<file path="config.mk">
export PLATFORM = sky130hd
export DESIGN_NAME = early_rx_overrun_det
export DESIGN_NICKNAME = d
export VERILOG_FILES = /design/src/rtl/erod_pkg.sv /design/src/rtl/erod_wr_track.sv /design/src/rtl/erod_cmp.sv /design/src/rtl/erod_capture.sv /design/src/rtl/early_rx_overrun_det.sv
export SDC_FILE = /design/constraint.sdc
export NUM_CORES = 1
export LEC_CHECK = 0
export BUFFER_PORTS_ARGS = -buffer_cell sky130_fd_sc_hd__buf_2
export CAP_MARGIN = 20
export CORE_ASPECT_RATIO = 0.7
export CORE_UTILIZATION = 45
export DETAILED_ROUTE_END_ITERATION = 10
export PLACE_DENSITY = 0.83
export SLEW_MARGIN = 5
export SYNTH_ARGS = -nofsm -noshare
export SYNTH_HDL_FRONTEND = slang
export SYNTH_SLANG_ARGS = --single-unit
</file>
<file path="constraint.sdc">
create_clock -name clk -period 3.5 [get_ports clk]
set_input_delay 0.525 -clock clk [delete_from_list [all_inputs] [get_ports clk]]
set_output_delay 0.525 -clock clk [all_outputs]
set_load 0.1 [all_outputs]
</file>
<file path="src/rtl/erod_pkg.sv">
package erod_pkg;
  localparam int unsigned MAX_AW = 32;
  localparam int unsigned CAP_W  = 16;
  typedef logic [MAX_AW-1:0] wide_addr_t;

  function automatic logic same_word(input wide_addr_t a, input wide_addr_t b,
                                     input int unsigned drop_bits);
    return (a >> drop_bits) == (b >> drop_bits);
  endfunction

  function automatic logic [7:0] cap_byte(input logic [CAP_W-1:0] v, input int unsigned idx);
    return v[idx*8 +: 8];
  endfunction
endpackage

</file>
<file path="src/rtl/erod_wr_track.sv">
module erod_wr_track #(
  parameter int unsigned ADDR_W = 16
) (
  input  logic              clk,
  input  logic              rst_n,
  input  logic              frame_start,
  input  logic              frame_done,
  input  logic              dma_wr_en,
  input  logic [ADDR_W-1:0] dma_wr_addr,
  output logic              cmp_en,
  output logic              eff_valid,
  output logic [ADDR_W-1:0] eff_addr
);
  logic              armed_q;
  logic              valid_q;
  logic [ADDR_W-1:0] last_q;

  always_ff @(posedge clk) begin
    if (!rst_n) begin
      armed_q <= 1'b0;
      valid_q <= 1'b0;
      last_q  <= '0;
    end else begin
      if (frame_start)     armed_q <= 1'b1;
      else if (frame_done) armed_q <= 1'b0;
      if (dma_wr_en) begin
        valid_q <= 1'b1;
        last_q  <= dma_wr_addr;
      end else if (frame_start) begin
        valid_q <= 1'b0;
      end
    end
  end

  // A write in the current cycle is the newest one for a read in that cycle.
  always_comb begin
    cmp_en    = armed_q && !frame_done && !frame_start;
    eff_valid = dma_wr_en || valid_q;
    eff_addr  = dma_wr_en ? dma_wr_addr : last_q;
  end
endmodule

</file>
<file path="src/rtl/erod_cmp.sv">
module erod_cmp
  import erod_pkg::*;
#(
  parameter int unsigned ADDR_W    = 16,
  parameter int unsigned DROP_BITS = 2
) (
  input  logic              rd_en,
  input  logic [ADDR_W-1:0] rd_addr,
  input  logic              cmp_en,
  input  logic              eff_valid,
  input  logic [ADDR_W-1:0] eff_addr,
  output logic              hit
);
  wide_addr_t rd_w, wr_w;

  always_comb begin
    rd_w = '0;
    wr_w = '0;
    rd_w[ADDR_W-1:0] = rd_addr;
    wr_w[ADDR_W-1:0] = eff_addr;
    hit = rd_en && cmp_en && eff_valid && same_word(rd_w, wr_w, DROP_BITS);
  end
endmodule

</file>
<file path="src/rtl/erod_capture.sv">
module erod_capture
  import erod_pkg::*;
#(
  parameter int unsigned ADDR_W = 16
) (
  input  logic              clk,
  input  logic              rst_n,
  input  logic              hit,
  input  logic              host_clr,
  input  logic [ADDR_W-1:0] eff_addr,
  output logic              fail_flag,
  output logic [7:0]        cap_lo,
  output logic [7:0]        cap_hi
);
  localparam int unsigned NBYTES = CAP_W / 8;

  logic             flag_q;
  logic [CAP_W-1:0] cap_q;
  logic [CAP_W-1:0] addr_ext;
  logic             load;
  logic [7:0]       bytes [NBYTES];

  always_comb begin
    addr_ext = '0;
    addr_ext[ADDR_W-1:0] = eff_addr;
    load = hit && (!flag_q || host_clr);
  end

  always_ff @(posedge clk) begin
    if (!rst_n) begin
      flag_q <= 1'b0;
      cap_q  <= '0;
    end else if (load) begin
      flag_q <= 1'b1;
      cap_q  <= addr_ext;
    end else if (host_clr) begin
      flag_q <= 1'b0;
      cap_q  <= '0;
    end
  end

  for (genvar g = 0; g < NBYTES; g++) begin : g_byte
    assign bytes[g] = cap_byte(cap_q, g);
  end

  assign fail_flag = flag_q;
  assign cap_lo    = bytes[0];
  assign cap_hi    = bytes[1];
endmodule

</file>
<file path="src/rtl/early_rx_overrun_det.sv">
module early_rx_overrun_det #(
  parameter int unsigned ADDR_W    = 16,
  parameter int unsigned DROP_BITS = 2
) (
  input  logic              clk,
  input  logic              rst_n,
  input  logic              frame_start,
  input  logic              frame_done,
  input  logic              dma_wr_en,
  input  logic [ADDR_W-1:0] dma_wr_addr,
  input  logic              rd_en,
  input  logic [ADDR_W-1:0] rd_addr,
  input  logic              host_clr,
  output logic              fail_flag,
  output logic [7:0]        cap_lo,
  output logic [7:0]        cap_hi
);
  logic              cmp_en;
  logic              eff_valid;
  logic [ADDR_W-1:0] eff_addr;
  logic              cmp_hit;

  erod_wr_track #(.ADDR_W(ADDR_W)) i_track (
    .clk, .rst_n, .frame_start, .frame_done, .dma_wr_en, .dma_wr_addr,
    .cmp_en, .eff_valid, .eff_addr
  );

  erod_cmp #(.ADDR_W(ADDR_W), .DROP_BITS(DROP_BITS)) i_cmp (
    .rd_en, .rd_addr, .cmp_en, .eff_valid, .eff_addr, .hit(cmp_hit)
  );

  erod_capture #(.ADDR_W(ADDR_W)) i_cap (
    .clk, .rst_n, .hit(cmp_hit), .host_clr, .eff_addr,
    .fail_flag, .cap_lo, .cap_hi
  );
endmodule

</file>
==> results of run 1 <==
[cell families after synthesis]
| family | Yosys count | synth area share, % |
|---|---|---|
| buffers and inverters | 9 | 4.46 |
| flip-flops | 35 | 45.4 |
| multiplexers | 16 | 14.0 |
| XOR/XNOR | 14 | 7.95 |
| AND/OR/NAND/NOR | 28 | 12.7 |
| AO/OA/AOI/OAI | 21 | 15.4 |
[cell type report]
class | instances | area, sq um
clock inverters | 2 | 35.0
flip-flops and latches | 35 | 701
multi-input cells | 79 | 773
inverters | 3 | 11.3
well taps | 47 | 58.8
repair buffers | 56 | 288
clock buffers | 6 | 82.6
fillers | 264 | 1260
[worst paths after layout]
| kind | end | slack [ps] | cells past startpoint |
|---|---|---|---|
| setup / recovery | i_cap.cap_q[3] | 790 | 8 |
| hold / removal | i_cap.cap_q[0] | 460 | 1 |
| setup reg to reg | i_cap.cap_q[3] | 1330 | 7 |
| hold reg to reg | i_cap.cap_q[0] | 460 | 1 |
[synthesized netlist by cell type (all sizes together)]
master,count
dfxtp,35
nor2b,18
mux2i,16
o2bb2ai,14
xnor2,14
buf,5
inv,3
nor4,3
a21o,2
a21oi,2
and3,2
nand2b,2
a21boi,1
and4,1
clkbuf,1
nand3,1
nor3,1
o2111ai,1
o21a,1
[flip-flops by register name, indices dropped and copies added, names as in the netlist]
name / count
i_track.armed_q: 1
i_cap.fail_flag: 1
i_cap.cap_q: 16
i_track.last_q: 16
i_track.valid_q: 1
[worst max-delay path: stages]
cell and delay [ps]:
buf_2 450, mux2i_1 450, xnor2_1 140, nor4_1 420
and4_4 360, a21oi_2 170, buf_4 230, o2bb2ai_2 120
[stage by stage]
step | util (%) | setup slack, ps | cell area (sq um)
global placement | 57.0 | 605 | 1830
CTS | 60.7 | 763 | 1950
global route | 60.7 | 640 | 1950
finish | 60.7 | 788 | 1950
detailed placement | 57.0 | 447 | 1830
floorplan | - | 1320 | 1540
[routing by layer]
layer / part of all wire [%] / global-route usage, % / wire length (microns)
met5: 0 / 0 / 0
met4: 1.5 / 8.50 / 46
met3: 5.8 / 6.31 / 179
met2: 44 / 30.2 / 1380
met1: 48 / 22.5 / 1510
[power groups by stage]
stage	combinational (mW)	sequential (mW)	clock, mW
detailed placement	0.105	0.424	0
CTS	0.106	0.415	0.382
finish	0.104	0.415	0.372
floorplan	0.0720	0.423	0
global placement	0.101	0.424	0
global route	0.113	0.416	0.397
==> results.json, run 1 <==
{
  "status": "completed",
  "min_from": "i_cap.cap_q[0]",
  "numPortBuffers": 53,
  "comb_power_share_pct": 11.7,
  "ys_ff_latch": 35,
  "p_total_mw": 0.892,
  "switchingPower_mw": 0.198,
  "dpl.hpwl_mm": 2.32,
  "io_pins": 56,
  "hp-class": "flop to flop",
  "crit_start": "dma_wr_en",
  "layout_commonest_cell": "buf_2",
  "num_vias": 1086,
  "power_frac_seq_pct": 46.6,
  "die_area_sq_um": 3670,
  "worst_setup_path_end_kind": "flop",
  "clkPwrFrac_pct": 41.7,
  "holdWs_ps": 460,
  "die_x_microns": 72.0,
  "synth.area.top_cells": "dfxtp_1, o2bb2ai_2, xnor2_1",
  "rsz0062_at_grt": "no",
  "synth_fp_nets": 162,
  "remaining_drc_errors": 0,
  "clock_latency_ps": 290,
  "switching_share_pct": 22.2,
  "overflow": 0,
  "skew_ps": 7.94,
  "postCtsHoldBufs": 0,
  "yosysSeqAreaShare_pct": 45.4,
  "instances_no_fill": 228,
  "syn_inst": 123,
  "grt_use_total_pct": 18.6,
  "wl_mm": 3.11,
  "fin_crit_ps": 2710,
  "max_freq_mhz": 369,
  "synth_top_area_share_pct": 45.4,
  "hold_viol": 0,
  "cap_violations": 0,
  "yosysWarnings": 0,
  "grt_start_max_net_pins": 22,
  "antenna_left": 0,
  "layout-drive-gt1-share_pct": 47.5,
  "synth.distinct_cells": 26,
  "nNetsFinal": 219,
  "slew_viol_final": 0,
  "globalplace.congestion": 0.730,
  "cts_buffers": 5,
  "p_int_mw": 0.694,
  "dpl.cell_count": 220,
  "grt_pass1_vias": 1097,
  "vdd_drop_max_uv": 195,
  "drt_first_pass_iters": 3,
  "tightest_slew_ps": 587,
  "crit_path_start_kind": "input pin",
  "critPathMaxFanout": 17,
  "grt_pass1_wl_mm": 4.92,
  "worstPathArrival_ps": 2880,
  "diodes": 0,
  "p_per_area_nw_per_um2": 458,
  "root_buffer": "clkbuf_8",
  "r2r_start": "i_track.last_q[2]",
  "path_class": "input pin to flop",
  "postCtsSetupBuffers": 0,
  "cts_sinks": 35,
  "wl_per_cell_microns": 13.6,
  "clock_path_buffers": 2,
  "synth.largest_area_cell": "dfxtp_1",
  "vias_per_cell": 4.76,
  "power_leakage_nw": 0.845,
  "cts_tree": "yes",
  "syn_area_sq_um": 1540,
  "finalSetupViolations": 0,
  "cts-resized-gates": 0,
  "drt_iter0_markers": 25,
  "tns_ps": 0,
  "antenna_found_initial": 0,
  "clk_pin_slew_ps": 70,
  "die_height_microns": 51.0,
  "mostFrequentLayoutCells": "buf_2, dfxtp_1, nor2b_1",
  "h-tree-depth": 2,
  "timing.slew.headroom_pct": 60.8,
  "fin_crit_sh_pct": 77.5,
  "area_growth_pct": 26.4,
  "cp.required_ps": 3670,
  "initial_core_util_pct": 48.0,
  "core_area_sq_um": 3210,
  "avgSynthCellArea_sq_um": 12.5,
  "rows": 17
}
Power figures use the tool's default switching activity.
==> inputs of run 2 (changes only) <==
Settings changed: ABC_AREA from default to 1, PLACE_DENSITY 0.83 to 0.81.
Clock period 3.5 ns to 2.6 ns, I/O delays scaled along.
==> run 2 against run 1 <==
Routed wire length is 29% higher. Global-route usage is 2.9 points higher. Combinational power is 33% higher. Clock skew is 3.2 ps lower. Flip-flop and latch count stayed put. Synthesized area is 12% higher. Die area is 12% higher. Sequential share of layout area is 2.7 points lower. Via count is 64% higher. Worst hold slack worse by 97 ps. Clock power is 2% higher.
==> results.json, run 2 <==
{
  "hold_viol": 0,
  "diodes": 0,
  "remaining_drc_errors": 0,
  "worst_setup_path_end_kind": "flop",
  "mostFrequentLayoutCells": "nand2_1, buf_2, inv_1",
  "synth.area.top_cells": "dfxtp_1, nand2_1, inv_1",
  "path_class": "input pin to flop",
  "synth_top_area_share_pct": 40.5,
  "synth.distinct_cells": 18,
  "instances_no_fill": 385,
  "globalplace.congestion": 0.754,
  "yosysWarnings": 0,
  "dpl.cell_count": 377,
  "antenna_left": 0,
  "post-route-util_pct": 58.5,
  "avgSynthCellArea_sq_um": 6.18,
  "drt_iter0_markers": 79,
  "initial_core_util_pct": 48.1,
  "syn_inst": 280,
  "clk_pin_slew_ps": 70,
  "skew_ps": 4.73,
  "vdd_drop_max_uv": 216,
  "slew_viol_final": 0,
  "max_freq_mhz": 546,
  "design_area_sq_um": 2110,
  "grt_pass1_vias": 1549,
  "nNetsFinal": 373,
  "tightest_slew_ps": 533,
  "placed_cell_area_sq_um": 2030,
  "yosysSeqAreaShare_pct": 40.5,
  "layout_setup_ws_ps": 767,
  "worstPathArrival_ps": 2070,
  "crit_path_start_kind": "input pin",
  "synth-main-ff-cell": "dfxtp_1",
  "core_area_sq_um": 3600,
  "io_pins": 56,
  "tns_ps": 0,
  "rrSetupSlack_ps": 950,
  "ys_top_cells_by_count": "nand2_1, inv_1, dfxtp_1",
  "grt_use_total_pct": 21.5,
  "root_buffer": "clkbuf_8",
  "antenna_found_initial": 0,
  "die_area_sq_um": 4100,
  "synth.largest_area_cell": "dfxtp_1",
  "timing.slew.headroom_pct": 64.2,
  "cts_tree": "yes",
  "numPortBuffers": 53,
  "dpl.hpwl_mm": 2.86,
  "ys_ff_latch": 35,
  "fin_crit_ps": 1830,
  "cts_buffers": 5,
  "finalSetupViolations": 0,
  "top_regs": "i_cap.cap_q (16), i_track.last_q (16)",
  "postCtsHoldBufs": 0,
  "cap_violations": 0,
  "layout_commonest_cell": "nand2_1",
  "drt_first_pass_iters": 4,
  "wl_mm": 4.02,
  "p_total_mw": 1.07,
  "holdWs_ps": 363,
  "clock_latency_ps": 290,
  "critPathMaxFanout": 16,
  "num_vias": 1779,
  "status": "completed",
  "p_per_area_nw_per_um2": 509,
  "grt_pass1_wl_mm": 6.60,
  "power_leakage_nw": 1.31,
  "h-tree-depth": 2,
  "die_height_microns": 53.9,
  "cts_sinks": 35,
  "postCtsSetupBuffers": 0,
  "place_ws_ps": 449,
  "synth_fp_nets": 319,
  "synth.most_common_cell": "nand2_1",
  "die_x_microns": 76.1,
  "layout-drive-gt1-share_pct": 20.9,
  "hp-class": "input pin to flop",
  "grt_start_max_net_pins": 19,
  "rsz0062_at_grt": "no",
  "rows": 18,
  "async_flop_share_pct": 0,
  "overflow": 0,
  "wl_per_cell_microns": 10.4,
  "vias_per_cell": 4.62,
  "syn_area_sq_um": 1730,
  "fin_crit_sh_pct": 70.5,
  "synth-edff-count": 0,
  "area_growth_pct": 21.7,
  "cp.required_ps": 2840,
  "clock_path_buffers": 2,
  "cts-resized-gates": 0
}
-- run 2: cell count changes after synthesis, sizes merged, moves of 3 or more --
cell	before	now
nor2	0	22
clkbuf	1	4
o2bb2ai	14	0
xnor2	14	0
nor4	3	0
a21oi	2	13
mux2i	16	0
nor2b	18	0
nand3	1	28
nand2	0	123
o21ai	0	5
inv	3	41
-- run 2: critical path: stages --
cell and delay [ps]:
buf_2 160, inv_2 260, nand2_1 160, nand3_1 100, nand2_1 50, nor2_1 100
nand2_1 90, nor2_2 110, nand2_1 110, nor2_4 330, nand2_1 100, nand2_1 80
-- run 2: layer usage --
metal,up-vias,share of wire [%],GRT usage (%)
met5,-,0,0
met4,0,1.1,10.6
met3,7,7.7,5.25
met2,62,41,35.2
met1,758,51,27.3
li1,952,-,-
-- run 2: worst paths after layout --
kind,startpoint,to,depth (start not counted)
setup / recovery,dma_wr_en,i_cap.cap_q[8],12
hold / removal,frame_done,i_track.armed_q,4
setup reg to reg,i_track.last_q[3],i_cap.cap_q[8],10
hold reg to reg,i_track.armed_q,i_track.armed_q,2
-- run 2: kinds of logic after synthesis --
family,after synthesis,share of synthesized area [%]
AO/OA/AOI/OAI,18,5.20
buffers and inverters,52,12.5
flip-flops,35,40.5
AND/OR/NAND/NOR,175,41.8
-- run 2: report_power, final --
| group | internal, mW | switching [mW] | leakage (nW) | total (mW) |
|---|---|---|---|---|
| Combinational | 0.0535 | 0.0844 | 0.979 | 0.138 |
| Sequential | 0.553 | 0.00433 | 0.286 | 0.557 |
| Clock | 0.188 | 0.190 | 0.0422 | 0.378 |
| Total | 0.794 | 0.279 | 1.31 | 1.07 |
-- run 2: area by class of cell --
class,instances,area (sq um)
clock buffer,7,76.3
clock inverter,1,5.00
fill,369,1500
inverter,43,161
multi-input combinational,193,815
sequential,35,701
tap,50,62.6
timing repair buffer,56,288
